--- src/rtl/skey_pkg.sv ---
package skey_pkg;

   localparam int CMD_W = 24;

   // Function codes (low byte of the command word)
   localparam logic [7:0] FN_RD    = 8'h62;
   localparam logic [7:0] FN_WR    = 8'h9D;
   localparam logic [7:0] FN_PWR   = 8'h9D;
   localparam logic [7:0] FN_RCLK  = 8'hF1;
   localparam logic [7:0] FN_WDAYS = 8'hF2;
   localparam logic [7:0] FN_RDAYS = 8'hF3;
   localparam logic [7:0] FN_STOP  = 8'hF4;
   localparam logic [7:0] FN_ARM   = 8'hF5;
   localparam logic [7:0] FN_LOCK  = 8'hF6;

   localparam logic [1:0] OP_WDAYS = 2'd0;
   localparam logic [1:0] OP_STOP  = 2'd1;
   localparam logic [1:0] OP_ARM   = 2'd2;
   localparam logic [1:0] OP_LOCK  = 2'd3;

   typedef enum logic [3:0] {
      ST_IDLE,
      ST_CMD,
      ST_ID_OUT,
      ST_CMP_IN,
      ST_SEC_RD,
      ST_SEC_WR,
      ST_PRG_WR,
      ST_VAL_RD,
      ST_DAYS_WR,
      ST_HALT
   } st_e;

endpackage

--- src/rtl/skey_pin_sync.sv ---
module skey_pin_sync #(
   parameter int STAGES = 2
) (
   input  logic clk,
   input  logic rst_n,
   input  logic pin_rst,
   input  logic pin_clk,
   input  logic pin_dq,
   output logic rst_s,
   output logic dq_s,
   output logic clk_rise,
   output logic clk_fall
);

   generate
      if (STAGES < 2) begin : g_bad_stages
         $error("skey_pin_sync: STAGES must be at least 2");
      end
   endgenerate

   // stage index 0 is nearest the pins; element bits are {dq, clk, rst}
   logic [STAGES-1:0][2:0] stg;
   logic                   clk_prev;
   logic [2:0]             last;

   assign last = stg[STAGES-1];

   always_ff @(posedge clk or negedge rst_n) begin
      if (!rst_n) begin
         stg      <= '0;
         clk_prev <= 1'b0;
      end else begin
         stg      <= {stg[STAGES-2:0], {pin_dq, pin_clk, pin_rst}};
         clk_prev <= last[1];
      end
   end

   assign rst_s    = last[0];
   assign dq_s     = last[2];
   assign clk_rise = last[1] & ~clk_prev;
   assign clk_fall = ~last[1] & clk_prev;

endmodule

--- src/rtl/skey_lfsr.sv ---
module skey_lfsr #(
   parameter int          WIDTH = 16,
   parameter logic [15:0] TAPS  = 16'hB400,
   parameter logic [15:0] SEED  = 16'hACE1
) (
   input  logic clk,
   input  logic rst_n,
   output logic out_bit
);

   generate
      if (WIDTH != 16) begin : g_bad_width
         $error("skey_lfsr: only a 16-bit register is supported");
      end
      if (SEED == 16'h0000) begin : g_bad_seed
         $error("skey_lfsr: seed must be nonzero");
      end
      if (TAPS[15] != 1'b1) begin : g_bad_taps
         $error("skey_lfsr: top tap must be set");
      end
   endgenerate

   logic [15:0] sr_q;

   // Galois form, shifting right
   always_ff @(posedge clk or negedge rst_n) begin
      if (!rst_n) sr_q <= SEED;
      else        sr_q <= (sr_q >> 1) ^ (sr_q[0] ? TAPS : 16'h0000);
   end

   assign out_bit = sr_q[0];


   nonzero_chk: assert property (@(posedge clk) disable iff (!rst_n)
      sr_q != 16'h0000);

endmodule

--- src/rtl/skey_store.sv ---
module skey_store #(
   parameter int ID_W  = 64,
   parameter int MEM_W = 384,
   parameter int IDX_W = 9
) (
   input  logic             clk,
   input  logic             rst_n,
   input  logic             erase,
   input  logic             id_we,
   input  logic             key_we,
   input  logic             mem_we,
   input  logic [IDX_W-1:0] idx,
   input  logic             wbit,
   input  logic [ID_W-1:0]  cmp_vec,
   output logic             id_bit,
   output logic             mem_bit,
   output logic             key_eq
);

   localparam int IW = $clog2(ID_W);

   logic [ID_W-1:0]  id_q;
   logic [ID_W-1:0]  key_q;
   logic [MEM_W-1:0] mem_q;

   always_ff @(posedge clk or negedge rst_n) begin
      if (!rst_n) begin
         id_q  <= '0;
         key_q <= '0;
         mem_q <= '0;
      end else if (erase) begin
         id_q  <= '0;
         key_q <= '0;
         mem_q <= '0;
      end else begin
         if (id_we)  id_q[idx[IW-1:0]]  <= wbit;
         if (key_we) key_q[idx[IW-1:0]] <= wbit;
         if (mem_we) mem_q[idx]         <= wbit;
      end
   end

   assign id_bit  = id_q[idx[IW-1:0]];
   assign mem_bit = mem_q[idx];
   assign key_eq  = (key_q == cmp_vec);


   one_write_chk: assert property (@(posedge clk) disable iff (!rst_n)
      $onehot0({erase, id_we, key_we, mem_we}));

endmodule

--- src/rtl/skey_ctrl.sv ---
module skey_ctrl
   import skey_pkg::*;
#(
   parameter int          ID_W        = 64,
   parameter int          MEM_W       = 384,
   parameter int          DCLK_W      = 20,
   parameter int          DAYS_W      = 9,
   parameter int          SYNC_STAGES = 2,
   parameter logic [15:0] NORM_HDR    = 16'hB001,
   parameter logic [15:0] PROG_HDR    = 16'hB002,
   parameter logic [15:0] GARB_SEED   = 16'hACE1
) (
   input  logic              clk,
   input  logic              rst_n,
   input  logic              pin_rst,
   input  logic              pin_clk,
   input  logic              dq_in,
   output logic              dq_out,
   output logic              dq_oe,
   input  logic              expired,
   input  logic [DCLK_W-1:0] tmr_dayclk,
   input  logic [DAYS_W-1:0] tmr_days,
   output logic              tmr_stb,
   output logic [1:0]        tmr_op,
   output logic [DAYS_W-1:0] tmr_wdays
);

   localparam int CNT_W = $clog2(MEM_W);

   generate
      if ((ID_W & (ID_W - 1)) != 0 || ID_W < 8) begin : g_bad_id
         $error("skey_ctrl: ID_W must be a power of two, at least 8");
      end
      if (MEM_W < 2 * ID_W || MEM_W < CMD_W || MEM_W <= DCLK_W) begin : g_bad_mem
         $error("skey_ctrl: MEM_W too small for the counter");
      end
      if (DCLK_W < DAYS_W || DAYS_W < 2) begin : g_bad_tmr
         $error("skey_ctrl: timer widths inconsistent");
      end
      if (NORM_HDR[1:0] != 2'b01 || PROG_HDR[1:0] != 2'b10 ||
          NORM_HDR[15:12] != 4'hB || PROG_HDR[15:12] != 4'hB) begin : g_bad_hdr
         $error("skey_ctrl: header mode bits or trailer malformed");
      end
   endgenerate

   logic rst_s, dq_s, clk_rise, clk_fall;
   logic garb_bit, id_bit, mem_bit, key_eq;
   logic erase, id_we, key_we, mem_we;

   st_e                st;
   logic [CNT_W-1:0]   cnt;
   logic [CNT_W-1:0]   rd_last;
   logic [CMD_W-2:0]   cmd_sh;
   logic [CMD_W-1:0]   cmd_nx;
   logic [ID_W-1:0]    cmp_sh;
   logic [DCLK_W-1:0]  rd_sh;
   logic [DAYS_W-2:0]  days_sh;
   logic [DAYS_W-1:0]  days_nx;
   logic               rd_mode;
   logic               oe_q, dq_q;
   logic [7:0]         fn;
   logic               norm_ok, prog_ok, cmd_done;

   skey_pin_sync #(.STAGES(SYNC_STAGES)) u_sync (
      .clk(clk), .rst_n(rst_n),
      .pin_rst(pin_rst), .pin_clk(pin_clk), .pin_dq(dq_in),
      .rst_s(rst_s), .dq_s(dq_s), .clk_rise(clk_rise), .clk_fall(clk_fall)
   );

   skey_lfsr #(.SEED(GARB_SEED)) u_garb (
      .clk(clk), .rst_n(rst_n), .out_bit(garb_bit)
   );

   skey_store #(.ID_W(ID_W), .MEM_W(MEM_W), .IDX_W(CNT_W)) u_store (
      .clk(clk), .rst_n(rst_n),
      .erase(erase), .id_we(id_we), .key_we(key_we), .mem_we(mem_we),
      .idx(cnt), .wbit(dq_s), .cmp_vec(cmp_sh),
      .id_bit(id_bit), .mem_bit(mem_bit), .key_eq(key_eq)
   );

   assign cmd_nx   = {dq_s, cmd_sh};
   assign days_nx  = {dq_s, days_sh};
   assign fn       = cmd_nx[7:0];
   assign norm_ok  = (cmd_nx[CMD_W-1:8] == NORM_HDR);
   assign prog_ok  = (cmd_nx[CMD_W-1:8] == PROG_HDR);
   assign cmd_done = rst_s && (st == ST_CMD) && clk_rise && (cnt == CNT_W'(CMD_W - 1));

   assign erase  = cmd_done && prog_ok && (fn == FN_PWR) && !expired;
   assign id_we  = rst_s && (st == ST_PRG_WR) && clk_rise && (cnt <  CNT_W'(ID_W));
   assign key_we = rst_s && (st == ST_PRG_WR) && clk_rise && (cnt >= CNT_W'(ID_W));
   assign mem_we = rst_s && (st == ST_SEC_WR) && clk_rise && key_eq && !expired;

   always_ff @(posedge clk or negedge rst_n) begin
      if (!rst_n) begin
         st        <= ST_IDLE;
         cnt       <= '0;
         rd_last   <= '0;
         cmd_sh    <= '0;
         cmp_sh    <= '0;
         rd_sh     <= '0;
         days_sh   <= '0;
         rd_mode   <= 1'b0;
         oe_q      <= 1'b0;
         dq_q      <= 1'b0;
         tmr_stb   <= 1'b0;
         tmr_op    <= OP_WDAYS;
         tmr_wdays <= '0;
      end else begin
         tmr_stb <= 1'b0;
         if (!rst_s) begin
            st   <= ST_IDLE;
            cnt  <= '0;
            oe_q <= 1'b0;
         end else begin
            case (st)
               ST_IDLE: begin
                  st  <= ST_CMD;
                  cnt <= '0;
               end
               ST_CMD: if (clk_rise) begin
                  cmd_sh <= cmd_nx[CMD_W-1:1];
                  cnt    <= cnt + 1'b1;
                  if (cmd_done) begin
                     cnt <= '0;
                     st  <= ST_HALT;
                     if (norm_ok && (fn == FN_RD || fn == FN_WR)) begin
                        st      <= ST_ID_OUT;
                        rd_mode <= (fn == FN_RD);
                     end else if (prog_ok) begin
                        case (fn)
                           FN_PWR:   if (!expired) st <= ST_PRG_WR;
                           FN_RCLK: begin
                              st      <= ST_VAL_RD;
                              rd_sh   <= tmr_dayclk;
                              rd_last <= CNT_W'(DCLK_W - 1);
                           end
                           FN_RDAYS: begin
                              st      <= ST_VAL_RD;
                              rd_sh   <= DCLK_W'(tmr_days);
                              rd_last <= CNT_W'(DAYS_W - 1);
                           end
                           FN_WDAYS: st <= ST_DAYS_WR;
                           FN_STOP:  begin tmr_stb <= 1'b1; tmr_op <= OP_STOP; end
                           FN_ARM:   begin tmr_stb <= 1'b1; tmr_op <= OP_ARM;  end
                           FN_LOCK:  begin tmr_stb <= 1'b1; tmr_op <= OP_LOCK; end
                           default:  ;
                        endcase
                     end
                  end
               end
               ST_ID_OUT: begin
                  if (clk_fall) begin
                     oe_q <= 1'b1;
                     dq_q <= id_bit;
                  end else if (clk_rise) begin
                     oe_q <= 1'b0;
                     cnt  <= cnt + 1'b1;
                     if (cnt == CNT_W'(ID_W - 1)) begin
                        cnt <= '0;
                        st  <= ST_CMP_IN;
                     end
                  end
               end
               ST_CMP_IN: if (clk_rise) begin
                  cmp_sh <= {dq_s, cmp_sh[ID_W-1:1]};
                  cnt    <= cnt + 1'b1;
                  if (cnt == CNT_W'(ID_W - 1)) begin
                     cnt <= '0;
                     st  <= rd_mode ? ST_SEC_RD : ST_SEC_WR;
                  end
               end
               ST_SEC_RD: begin
                  if (clk_fall) begin
                     oe_q <= 1'b1;
                     dq_q <= key_eq ? mem_bit : garb_bit;
                  end else if (clk_rise) begin
                     oe_q <= 1'b0;
                     cnt  <= cnt + 1'b1;
                     if (cnt == CNT_W'(MEM_W - 1)) st <= ST_HALT;
                  end
               end
               ST_SEC_WR: begin
                  if (!key_eq || expired) st <= ST_HALT;
                  else if (clk_rise) begin
                     cnt <= cnt + 1'b1;
                     if (cnt == CNT_W'(MEM_W - 1)) st <= ST_HALT;
                  end
               end
               ST_PRG_WR: if (clk_rise) begin
                  cnt <= cnt + 1'b1;
                  if (cnt == CNT_W'(2 * ID_W - 1)) st <= ST_HALT;
               end
               ST_VAL_RD: begin
                  if (clk_fall) begin
                     oe_q <= 1'b1;
                     dq_q <= rd_sh[0];
                  end else if (clk_rise) begin
                     oe_q  <= 1'b0;
                     rd_sh <= rd_sh >> 1;
                     cnt   <= cnt + 1'b1;
                     if (cnt == rd_last) st <= ST_HALT;
                  end
               end
               ST_DAYS_WR: if (clk_rise) begin
                  days_sh <= days_nx[DAYS_W-1:1];
                  cnt     <= cnt + 1'b1;
                  if (cnt == CNT_W'(DAYS_W - 1)) begin
                     st <= ST_HALT;
                     if (!expired) begin
                        tmr_stb   <= 1'b1;
                        tmr_op    <= OP_WDAYS;
                        tmr_wdays <= days_nx;
                     end
                  end
               end
               ST_HALT: ;
               default: st <= ST_IDLE;
            endcase
         end
      end
   end

   assign dq_out = dq_q;
   assign dq_oe  = oe_q;


   rst_hiz_chk: assert property (@(posedge clk) disable iff (!rst_n)
      !rst_s |=> !dq_oe);


   out_release_chk: assert property (@(posedge clk) disable iff (!rst_n)
      clk_rise |=> !dq_oe);


   stb_pulse_chk: assert property (@(posedge clk) disable iff (!rst_n)
      tmr_stb |=> !tmr_stb);


   wdays_block_chk: assert property (@(posedge clk) disable iff (!rst_n)
      (tmr_stb && tmr_op == OP_WDAYS) |-> !$past(expired));

endmodule

--- config.mk ---
export PLATFORM = sky130hd
export DESIGN_NAME = skey_ctrl
export DESIGN_NICKNAME = d
export VERILOG_FILES = /design/src/rtl/skey_pkg.sv /design/src/rtl/skey_pin_sync.sv /design/src/rtl/skey_lfsr.sv /design/src/rtl/skey_store.sv /design/src/rtl/skey_ctrl.sv
export SDC_FILE = /design/constraint.sdc
export NUM_CORES = 1
export LEC_CHECK = 0
export ABC_AREA = 1
export CELL_PAD_IN_SITES_DETAIL_PLACEMENT = 0
export CELL_PAD_IN_SITES_GLOBAL_PLACEMENT = 1
export CORE_ASPECT_RATIO = 0.75
export CORE_MARGIN = 5
export CORE_UTILIZATION = 35
export DETAILED_ROUTE_END_ITERATION = 7
export HOLD_SLACK_MARGIN = 0.06
export PLACE_DENSITY_LB_ADDON = 0.1
export SLEW_MARGIN = 20
export SYNTH_ARGS = -nofsm -noshare
export SYNTH_HDL_FRONTEND = slang
export SYNTH_SLANG_ARGS = --single-unit
--- constraint.sdc ---
create_clock -name clk -period 3.7 [get_ports clk]
set_input_delay 0.555 -clock clk [delete_from_list [all_inputs] [get_ports clk]]
set_output_delay 0.555 -clock clk [all_outputs]
set_load 0.02 [all_outputs]
# --- After elaboration in Yosys (flattened, before gate mapping) ---
# Cells that the tools add are included.
word_totals:
  ff_bits: 687
  romBits: 0
  input_bits: 35
  mem_bits_rw: 0
  n_memories: 0
  latch_bits: 0
classes:
  div_mod_pow: 0
  reduce_logical: 46
  mux: 90
  shift: 0
  n_bitwise: 7
  order_cmp: 6
  addsub: 1
  eq_ne: 61
  mul: 0
ops:
  columns: ["op", "n"]
  rows:
  - ["2-to-1 mux 384 bit", 2]
  - ["bitwise mux 384 bit", 1]
  - ["2-to-1 mux 64 bit", 4]
  - ["bitwise mux 64 bit", 2]
  - ["2-to-1 mux 20 bit", 6]
  - ["2-to-1 mux 4 bit", 22]
  - ["2-to-1 mux 9 bit", 9]
  - ["case mux 20 bit (2 select lines)", 2]
  - ["== test 64 bit", 1]
  - ["case mux 9 bit (7 select lines)", 1]
  - ["== test 8 bit (second input constant)", 7]
  - ["!= test 3 bit (second input constant)", 18]
  - ["case mux 4 bit (10 select lines)", 1]
  - ["== test 16 bit (second input constant)", 2]
  - ["!= test 2 bit (second input constant)", 14]
  - ["2-to-1 mux 1 bit", 22]
  - ["AND reduction 5 bit", 4]
  - ["case mux 9 bit (2 select lines)", 1]
  - ["logical AND 1 bit", 17]
  - ["== test 4 x 3 -> 1 bit (second input constant)", 4]
  - ["2-to-1 mux 16 bit", 1]
  - ["AND reduction 16 bit", 1]
  - ["XOR 15 x 16 -> 16 bit", 1]
  - ["2-to-1 mux 2 bit", 7]
  - ["other kinds (43)", 61]

# --- Longest topological paths before layout ---
# Gate-level depths: netlist of run 1.
logic_depth:
  depth_word: 9
  depth_mapped: 18
  mapped_depth_nobuf: 16

# --- Cells and area by module ---
# Synthesis of run 1 repeated with hierarchy kept, for this count alone.
hier_totals:
  cells_unflattened: 4058
  area_unflattened_um2: 32468.6
modules_own_cells:
  columns: ["module", "seq_area_each_um2", "n_inst", "area_each_um2", "cells_per_inst"]
  rows:
  - ["skey_store", 12812.3, 1, 24751.2, 3156]
  - ["skey_ctrl", 3628.5, 1, 7068.0, 862]
  - ["skey_lfsr", 410.4, 1, 459.2, 29]
  - ["skey_pin_sync", 175.2, 1, 190.2, 11]

# --- Worst setup path before layout of run 1 ---
# OpenSTA, ideal clock, no wires.
synth_path:
  kind: "register -> register"
  from: "register cnt[0]"
  to: "register st[2]"
  t_arrival_ns: 2.473
  setup_ns: 0.066
  slack_ns: 1.161
  path_buffers: 2
  period_less_slack_ns: 2.539
  path_stages_with_launch: 17
  required_ns: 3.634
  path_cell_list: "dfrtp_1 > inv_1 > clkbuf_1 > buf_2 > ha_1 > inv_1 > nor2_1 > inv_1 > nor2_1 > inv_1 > a221oi_1 > nand3_1 > nor2_1 > nand3_1 > nor2_2 > o21ai_1 > nand2_1"
synth_via:
  elab_chain_len: 6
synth_rtl:
  columns: ["item", "line", "text"]
  rows:
  - ["start, declared", "skey_ctrl.sv:51", "logic [CNT_W-1:0] cnt;"]
  - ["start signal, assigned", "skey_ctrl.sv:122", "cnt <= cnt + 1'b1;"]
  - ["start signal, assigned", "skey_ctrl.sv:157", "cnt <= cnt + 1'b1;"]
  - ["start signal, assigned", "skey_ctrl.sv:166", "cnt <= cnt + 1'b1;"]
  - ["== test 9 bit", "skey_ctrl.sv:179, skey_ctrl.sv:186", null]
  - ["2-to-1 mux 4 bit (2 in series)", null, null]
  - ["2-to-1 mux 4 bit, on equally long branches", null, null]
  - ["case mux 4 bit (10 select lines)", null, null]
  - ["2-to-1 mux 4 bit", null, null]
  - ["end signal, assigned", "skey_ctrl.sv:169", "st <= rd_mode ? ST_SEC_RD : ST_SEC_WR;"]
  - ["end, declared", "skey_ctrl.sv:50", "st_e st;"]
# Parallel ways exist; a longest one is shown, timed or not. The select of a mux whose other input is x is not followed.
# A chain may end at the register's enable or synchronous reset.

# --- Worst setup path after layout of run 1 ---
layout_path:
  from: "register cnt[1]"
  to: "register dq_q, in the netlist dq_out"
layout_via:
  elab_chain_len: 5
layout_rtl:
  columns: ["item", "line", "text"]
  rows:
  - ["binary-select mux 1 bit (select 9 bit)", "skey_store.sv:43", "assign mem_bit = mem_q[idx];"]
  - ["2-to-1 mux 1 bit (not written as such)", "skey_store.sv:43", null]
  - ["2-to-1 mux 1 bit", "skey_ctrl.sv:175", "dq_q <= key_eq ? mem_bit : garb_bit;"]
  - ["2-to-1 mux 1 bit", "skey_ctrl.sv:173", "if (clk_fall) begin"]
  - ["case mux 1 bit (3 select lines) *", "skey_ctrl.sv:115", "case (st)"]
  - ["end signal, assigned", "skey_ctrl.sv:154", "dq_q <= id_bit;"]
  - ["end signal, assigned", "skey_ctrl.sv:175", null]
  - ["end signal, assigned", "skey_ctrl.sv:196", "dq_q <= rd_sh[0];"]
  - ["end, declared", "skey_ctrl.sv:60", "logic oe_q, dq_q;"]
# Every way passes the cells marked *; elsewhere a longest branch is shown, timed or not. The select of a mux whose other input is x is not followed.

==> results.txt, run 1 <==
worst slack after detailed placement: 0.327 ns
Post-DP HPWL: 94700 um
clock latency on the worst-skew pair: 0.69 ns
leading post-synthesis cells by instance count: nand2_1 (1407), o21ai_0 (808), dfrtp_1 (672), nor2_1 (514), inv_1 (500)
quantity of I/O buffers inserted on ports: 48
Post-CTS Setup Repair Bufs: 0
CP Cell Sequence: nand2_2, clkinv_1, buf_4, nand3_1, nand2_1, o21ai_0, nand2_1, nor2_1, nand2_1, nand2_1, nand3_1, nand2_1, inv_1, nand2_1, nand2_1, nand2_1, a21oi_1
total setup violations reported at the end of the flow: 0
Max clock buf depth: 3
ys flop type: dfrtp_1
proportion of synthesized chip area in sequential cells: 0.445
maximum number of pins on one net before global-route repair: 193
height of the die: 296 um
gp weighted congestion: 0.839
post-cts repair resize count: 0
share of the synthesized area in the top cell type: 0.439
Slew HR: 0.295
total number of nets in the final design: 5415
critical path required time: 4.26 ns
worst hold path stage count: 1
DRC violations left: 0
via density per instance: 5.37
cell type with the largest total area after synthesis: dfrtp_1
static leakage power: 19.3 nW
Hold Crit Endpoint: u_sync.stg[1]
Antenna Violating Nets Remaining: 0
share of layout cells above drive strength 1: 0.0766
R2R depth: 17
yosys synthesis warning count: 0
CTS tree: yes
reported max-cap violation count: 0
first-pass GRT wire length: 235000 um
Critical-path top delay cell: clkinv_1
Max Slew Vio Count: 0
distinct cell type count after synthesis: 45
Final Critical Period: 3.47 ns
starting density of the core: 0.351
dominant cell by count in the synthesized netlist: nand2_1
master cell of the clock root buffer: clkbuf_16
Worst Setup Slack, final: 0.225 ns
area share of fa/ha/maj cells after synthesis: 0.00196
cell type with the highest occurrence count on the critical path: nand2_1
worst r2r dst: dq_out
global route total overflow: 0
die boundary width: 392 um
Worst-path clk slew: 0.06 ns
largest fanout of any net on the critical path: 9
GRT Resource Usage Total: 0.265
Post-Synth Simple-Gate Area: 0.285
Fin Clk Skew: 0.0368 ns
layout overhead on the synthesized area: 14.7%
routed wire length: 155000 um
slowest stage delay, CP: 0.70 ns
accumulated negative setup slack: 0 ns
detail-routed net length per standard cell: 22.6 um
sort of element at the start of the critical path: flop
worst hold-check path type: in -> reg
Slew @ Worst Pin: 1.06 ns
post-synthesis average cell area: 7.07 um2
antenna violations before repair: 6
H-tree level count: 3
category of the most critical setup path: reg -> reg
router iterations before antenna repair: 5
R2R Path Start: cnt[1]
Placement Rows: 105
status: completed
via count of the first global-routing pass: 34600
number of buffers created by CTS: 79
# clock sinks: 680
count of fill cells added during filler insertion: 11400
power density over cell area: 453 nW/um2
cells after synthesis: 5418
dominant combinational cell family by area after synthesis: simple AND/OR/NAND/NOR gates
source of the worst hold timing path: pin_clk
share of flip-flops with an asynchronous set or reset after synthesis: 1.00
compound-cell area share of the yosys netlist: 0.159
total die area: 116000 um2
Worst EP arrival: 4.04 ns
xor/xnor cell area share of the yosys netlist: 0.0156
top area cells in the synthesized netlist: dfrtp_1 (44%), nand2_1 (14%), o21ai_0 (11%)
Yosys reg bits: 680
via total after detailed routing: 36900
peak ir drop on the vdd network: 0.000311 V
share of synthesized area spent on multiplexers: 0.000294
net count after synthesis: 5459
area of the placeable core: 109000 um2
number of failing hold endpoints at the final stage: 0
IO Count: 49
number of buffer and inverter stages on the critical path: 3
reg2reg setup slack: 0.23 ns
number of synthesized flops with an enable pin: 0
achievable frequency: 0.288 GHz
Synth Cell Area: 38300 um2
RSZ-0062 raised after global routing: no
cell type group with the largest total delay on the critical path: simple AND/OR/NAND/NOR gates
initial drt markers: 3706
share of the clock period used by the worst path after layout: 0.939
Critical Path End Type: flop
stage by stage:
step | total power, mW | cells | hold WS (ns) | instance area, um2 | util
3_5_place_dp | 11.6 | 6736 | 0.335 | 41200 | 0.378
2_1_floorplan | 9.93 | 5418 | 0.259 | 38300 | -
3_3_place_gp | 11.6 | 6736 | 0.340 | 41200 | 0.378
6_report | 19.9 | 6879 | 0.314 | 43900 | 0.403
4_1_cts | 20.1 | 6878 | 0.265 | 43900 | 0.403
5_1_grt | 20.7 | 6878 | 0.290 | 43900 | 0.403
flip-flops by register name, summed over array words and instances (netlist names), 2 cells and up:
signal         count
cmd_sh            23
cmp_sh            64
cnt                9
days_sh            8
rd_last            2
rd_sh             20
st                 4
tmr_op             2
tmr_wdays          9
u_garb.sr_q       16
u_store.id_q      64
u_store.key_q     64
u_store.mem_q    384
u_sync.last        3
u_sync.stg         3
worst max-delay path by stage:
| stage | cells past startpoint | slack, ns | startpoint | endpoint |
|---|---|---|---|---|
| 5_1_grt | 17 | 0.06 | cnt[1] | dq_out |
| 2_1_floorplan | 16 | 1.16 | cnt[0] | st[2] |
| 6_report | 17 | 0.23 | cnt[1] | dq_out |
| 3_3_place_gp | 17 | 0.30 | cnt[1] | dq_out |
| 3_5_place_dp | 17 | 0.33 | cnt[1] | dq_out |
| 4_1_cts | 17 | 0.30 | cnt[1] | dq_out |
report_power, final:
group / total, mW / internal (mW) / leakage [nW] / switching (mW)
Combinational: 3.75 / 1.03 / 9.33 / 2.72
Sequential: 7.78 / 7.65 / 8.68 / 0.125
Clock: 8.37 / 4.89 / 1.31 / 3.48
Total: 19.9 / 13.6 / 19.3 / 6.32
placed cells by master, fill, tap and decap left out, types with 6 or more instances in the layout:
master / synthesis / final
nand2_1: 1407 / 1405
o21ai_0: 808 / 808
dfrtp_1: 672 / 670
nor2_1: 514 / 503
inv_1: 500 / 499
nand3_1: 434 / 434
o21ai_1: 202 / 202
nand4_1: 169 / 169
buf_4: 22 / 165
clkbuf_16: 0 / 80
xor2_1: 68 / 68
a21oi_1: 66 / 66
o211ai_1: 59 / 59
buf_12: 0 / 48
clkdlybuf4s50_1: 0 / 47
or2_2: 28 / 28
clkbuf_1: 271 / 25
clkbuf_8: 0 / 16
nor2_2: 7 / 14
nor3_1: 13 / 13
a22oi_1: 12 / 12
inv_2: 13 / 11
nor2_4: 4 / 8
clkinv_2: 0 / 8
bufinv_16: 0 / 8
dfstp_2: 8 / 8
ha_1: 6 / 6
layer usage:
metal	part of all wire	global-route usage
met2	0.43	0.397
met3	0.070	0.0477
met1	0.48	0.398
met4	0.023	0.0602
met5	0.000084	0
cells by family after synthesis:
logic type / after synthesis
and+or+nand+nor: 2592
AOI/OAI and AO/OA: 1167
buffers and inverters: 904
DFF: 680
xor gates and xnor gates: 68
adders and majority gates: 6
muxes: 1
what timing repair did:
action / CTS / global route
hold buffers: 1 / 0
endpoints found under the setup margin: 0 / 0
hold endpoints to repair: 54 / 0
final cells by class:
cell class | instances | area [um2] | area share
clock buffer | 121 | 2320 | 0.0527
multi-input combinational | 3834 | 17800 | 0.404
clock inverter | 20 | 369 | 0.00840
antenna | 1 | 2.50 | 0.0000570
timing repair buffer | 262 | 2700 | 0.0613
sequential | 680 | 17000 | 0.388
tap | 1444 | 1810 | 0.0411
inverter | 517 | 1950 | 0.0443
Note: power is estimated with default switching activity, not from simulation.
==> run 2, diff against run 1 <==
--- a/config.mk
+++ b/config.mk
@@ -5,7 +5,6 @@
 export SDC_FILE = /design/constraint.sdc
 export NUM_CORES = 1
 export LEC_CHECK = 0
-export ABC_AREA = 1
 export CELL_PAD_IN_SITES_DETAIL_PLACEMENT = 0
 export CELL_PAD_IN_SITES_GLOBAL_PLACEMENT = 1
 export CORE_ASPECT_RATIO = 0.75
==> run 2 against run 1 <==
Against the previous run: final cell count shrank 28%; synthesized area decreased by 7.0%; first-iteration DRC count shrank 19%; sequential cell count unchanged; combinational power decreased by 49%; worst hold slack improved by 0.023 ns; worst setup slack improved by 0.13 ns; largest cell class is now sequential cells.
==> results.txt, run 2 <==
Antenna Violating Nets Remaining: 0
number of buffers created by CTS: 76
total setup violations reported at the end of the flow: 0
routed wire length: 132000 um
number of failing hold endpoints at the final stage: 0
most common library cell in the layout ignoring fill and taps: dfrtp_1
Post-CTS Setup Repair Bufs: 0
CP Cell Sequence: buf_4, nor3b_2, buf_4, a22oi_1, and3_1, o311ai_0, o2111ai_1, a31oi_1
R2R depth: 8
Sequential Power Share: 0.441
Final Critical Period: 3.35 ns
commonest cells after routing, fill and taps aside: dfrtp_1 (668), nand3_1 (523), nand2_1 (491), mux2i_1 (363), a21oi_1 (213)
accumulated negative setup slack: 0 ns
share of the clock period used by the worst path after layout: 0.905
ys flop type: dfrtp_1
cell type with the highest occurrence count on the critical path: buf_4
H-tree level count: 3
proportion of synthesized chip area in sequential cells: 0.478
master cell of the clock root buffer: clkbuf_16
GRT Resource Usage Total: 0.241
slowest stage delay, CP: 0.94 ns
via density per instance: 5.91
top register by number of flip-flops: u_store.mem_q
yosys synthesis warning count: 0
cell type with the largest total area after synthesis: dfrtp_1
cell type group with the largest total delay on the critical path: simple AND/OR/NAND/NOR gates
reg2reg setup slack: 0.35 ns
maximum number of pins on one net before global-route repair: 180
post-synthesis average cell area: 9.99 um2
clock latency on the worst-skew pair: 0.67 ns
count of fill cells added during filler insertion: 9932
CTS tree: yes
Cell Int Power: 12.5 mW
Clock Power Share: 0.449
power density over cell area: 425 nW/um2
Non-Filler Instances: 4925
worst r2r dst: dq_out
Placement Rows: 101
reported max-cap violation count: 0
router iterations before antenna repair: 6
via count of the first global-routing pass: 29000
first-pass GRT wire length: 198000 um
Critical-path top delay cell: nor3b_2
Worst-path clk slew: 0.06 ns
number of buffer and inverter stages on the critical path: 2
critical path required time: 4.28 ns
area of the placeable core: 101000 um2
worst hold path stage count: 1
net count after synthesis: 3604
leading post-synthesis cells by instance count: dfrtp_1 (672), nand3_1 (523), nand2_1 (493), mux2i_1 (363), a21oi_1 (213)
quantity of hold-fixing buffers added after cts: 1
layout overhead on the synthesized area: 13.9%
cells after synthesis: 3563
dominant cell by count in the synthesized netlist: dfrtp_1
number of synthesized flops with an enable pin: 0
share of flip-flops with an asynchronous set or reset after synthesis: 1.00
source of the worst hold timing path: dq_in
distinct cell type count after synthesis: 93
achievable frequency: 0.299 GHz
detail-routed net length per standard cell: 26.8 um
area used by multi-input combinational logic: 16900 um2
Max clock buf depth: 3
Tot Pwr: 17.3 mW
switch share: 0.275
starting density of the core: 0.352
total number of nets in the final design: 3567
Post-DP HPWL: 82800 um
gp weighted congestion: 0.839
Hold Crit Endpoint: u_sync.stg[2]
quantity of I/O buffers inserted on ports: 48
global route total overflow: 0
Synth Cell Area: 35600 um2
share of the synthesized area in the top cell type: 0.472
RSZ-0062 raised after global routing: no
Slew HR: 0.245
worst hold-check path type: in -> reg
Critical Path End Type: flop
R2R Path Start: cnt[2]
Worst EP arrival: 3.92 ns
via total after detailed routing: 29100
height of the die: 286 um
largest fanout of any net on the critical path: 25
total die area: 108000 um2
Yosys reg bits: 680
# placed instances: 4786
combinational cell fraction of total power: 0.111
DRC violations left: 0
Fin Clk Skew: 0.0216 ns
storage element area: 17000 um2
top area cells in the synthesized netlist: dfrtp_1 (47%), mux2i_1 (10%), nand3_1 (7.4%)
status: completed
Max Slew Vio Count: 0
# clock sinks: 680
static leakage power: 18.2 nW
Slew @ Worst Pin: 1.13 ns
number of flip-flops in the largest register: 384
post-cts repair resize count: 0
sort of element at the start of the critical path: flop
share of layout cells above drive strength 1: 0.159
peak ir drop on the vdd network: 0.000311 V
IO Count: 49
die boundary width: 378 um
initial drt markers: 2987
antenna violations before repair: 4
category of the most critical setup path: reg -> reg
power spent charging and discharging nets: 4.74 mW
[run 2: cell types whose count changed after synthesis, sizes merged, moves of 63 or more]
cell,before,now
nor2,526,54
xor2,68,5
clkbuf,272,187
a21oi,66,214
mux2i,0,363
o21ai,1010,203
xnor2,0,65
nand2,1410,494
nand4,171,35
nand3,435,534
mux2,1,140
inv,513,20
[run 2: area by class of cell]
cell class / instances / area share
multi-input cells: 2497 / 0.416
repair buffers: 249 / 0.0594
flip-flops and latches: 680 / 0.420
diodes: 1 / 0.0000617
clock inverters: 20 / 0.00691
inverters: 22 / 0.00204
well taps: 1339 / 0.0413
clock buffers: 117 / 0.0541
[run 2: worst max-delay path by stage]
stage,from,end,depth (start not counted)
floorplan,cnt[0],st[0],14
global placement,cnt[1],dq_out,8
detailed placement,cnt[1],st[0],9
CTS,cnt[1],st[0],9
global route,cnt[1],dq_out,8
finish,cnt[2],dq_out,8
[run 2: worst reg2reg max path, cell delays in order (launching register included)]
cell and delay [ns]:
dfrtp_4 0.66, buf_4 0.31, nor3b_2 0.94, buf_4 0.31, a22oi_1 0.07, and3_1 0.19
o311ai_0 0.35, o2111ai_1 0.19, a31oi_1 0.23
[run 2: power by group through the flow]
stage          clock network (mW)  logic, mW  registers, mW
3_3_place_gp                    0       1.89           7.73
5_1_grt                      8.22       2.02           7.61
4_1_cts                      7.93       1.91           7.60
3_5_place_dp                    0       1.91           7.73
6_report                     7.74       1.91           7.60
2_1_floorplan                   0       1.00           7.65
[run 2: cell families (layout without fill, tap and decap cells)]
family	count (synthesis)	after routing	synth area share
compound gates	605	605	0.102
xor+xnor	70	70	0.0172
fa+ha+maj	7	7	0.00239
buf+inv	386	408	0.0507
flops	680	680	0.478
mux	550	550	0.176
other cells	0	1	0
simple gates	1265	1265	0.173
[run 2: layer usage]
metal	vias up	share of wire	track usage
li1	12600	-	-
met1	15200	0.49	0.372
met2	1071	0.43	0.348
met3	204	0.061	0.0399
met4	2	0.025	0.0628
met5	-	0.000098	0
[run 2: through the flow]
stage | setup WS [ns] | hold slack, ns | instance area (um2) | utilization
floorplan | 0.481 | 0.259 | 35600 | -
global placement | 0.408 | 0.339 | 38100 | 0.377
detailed placement | 0.457 | 0.337 | 38100 | 0.377
CTS | 0.426 | 0.285 | 40600 | 0.401
global route | 0.162 | 0.291 | 40600 | 0.401
finish | 0.351 | 0.337 | 40600 | 0.401
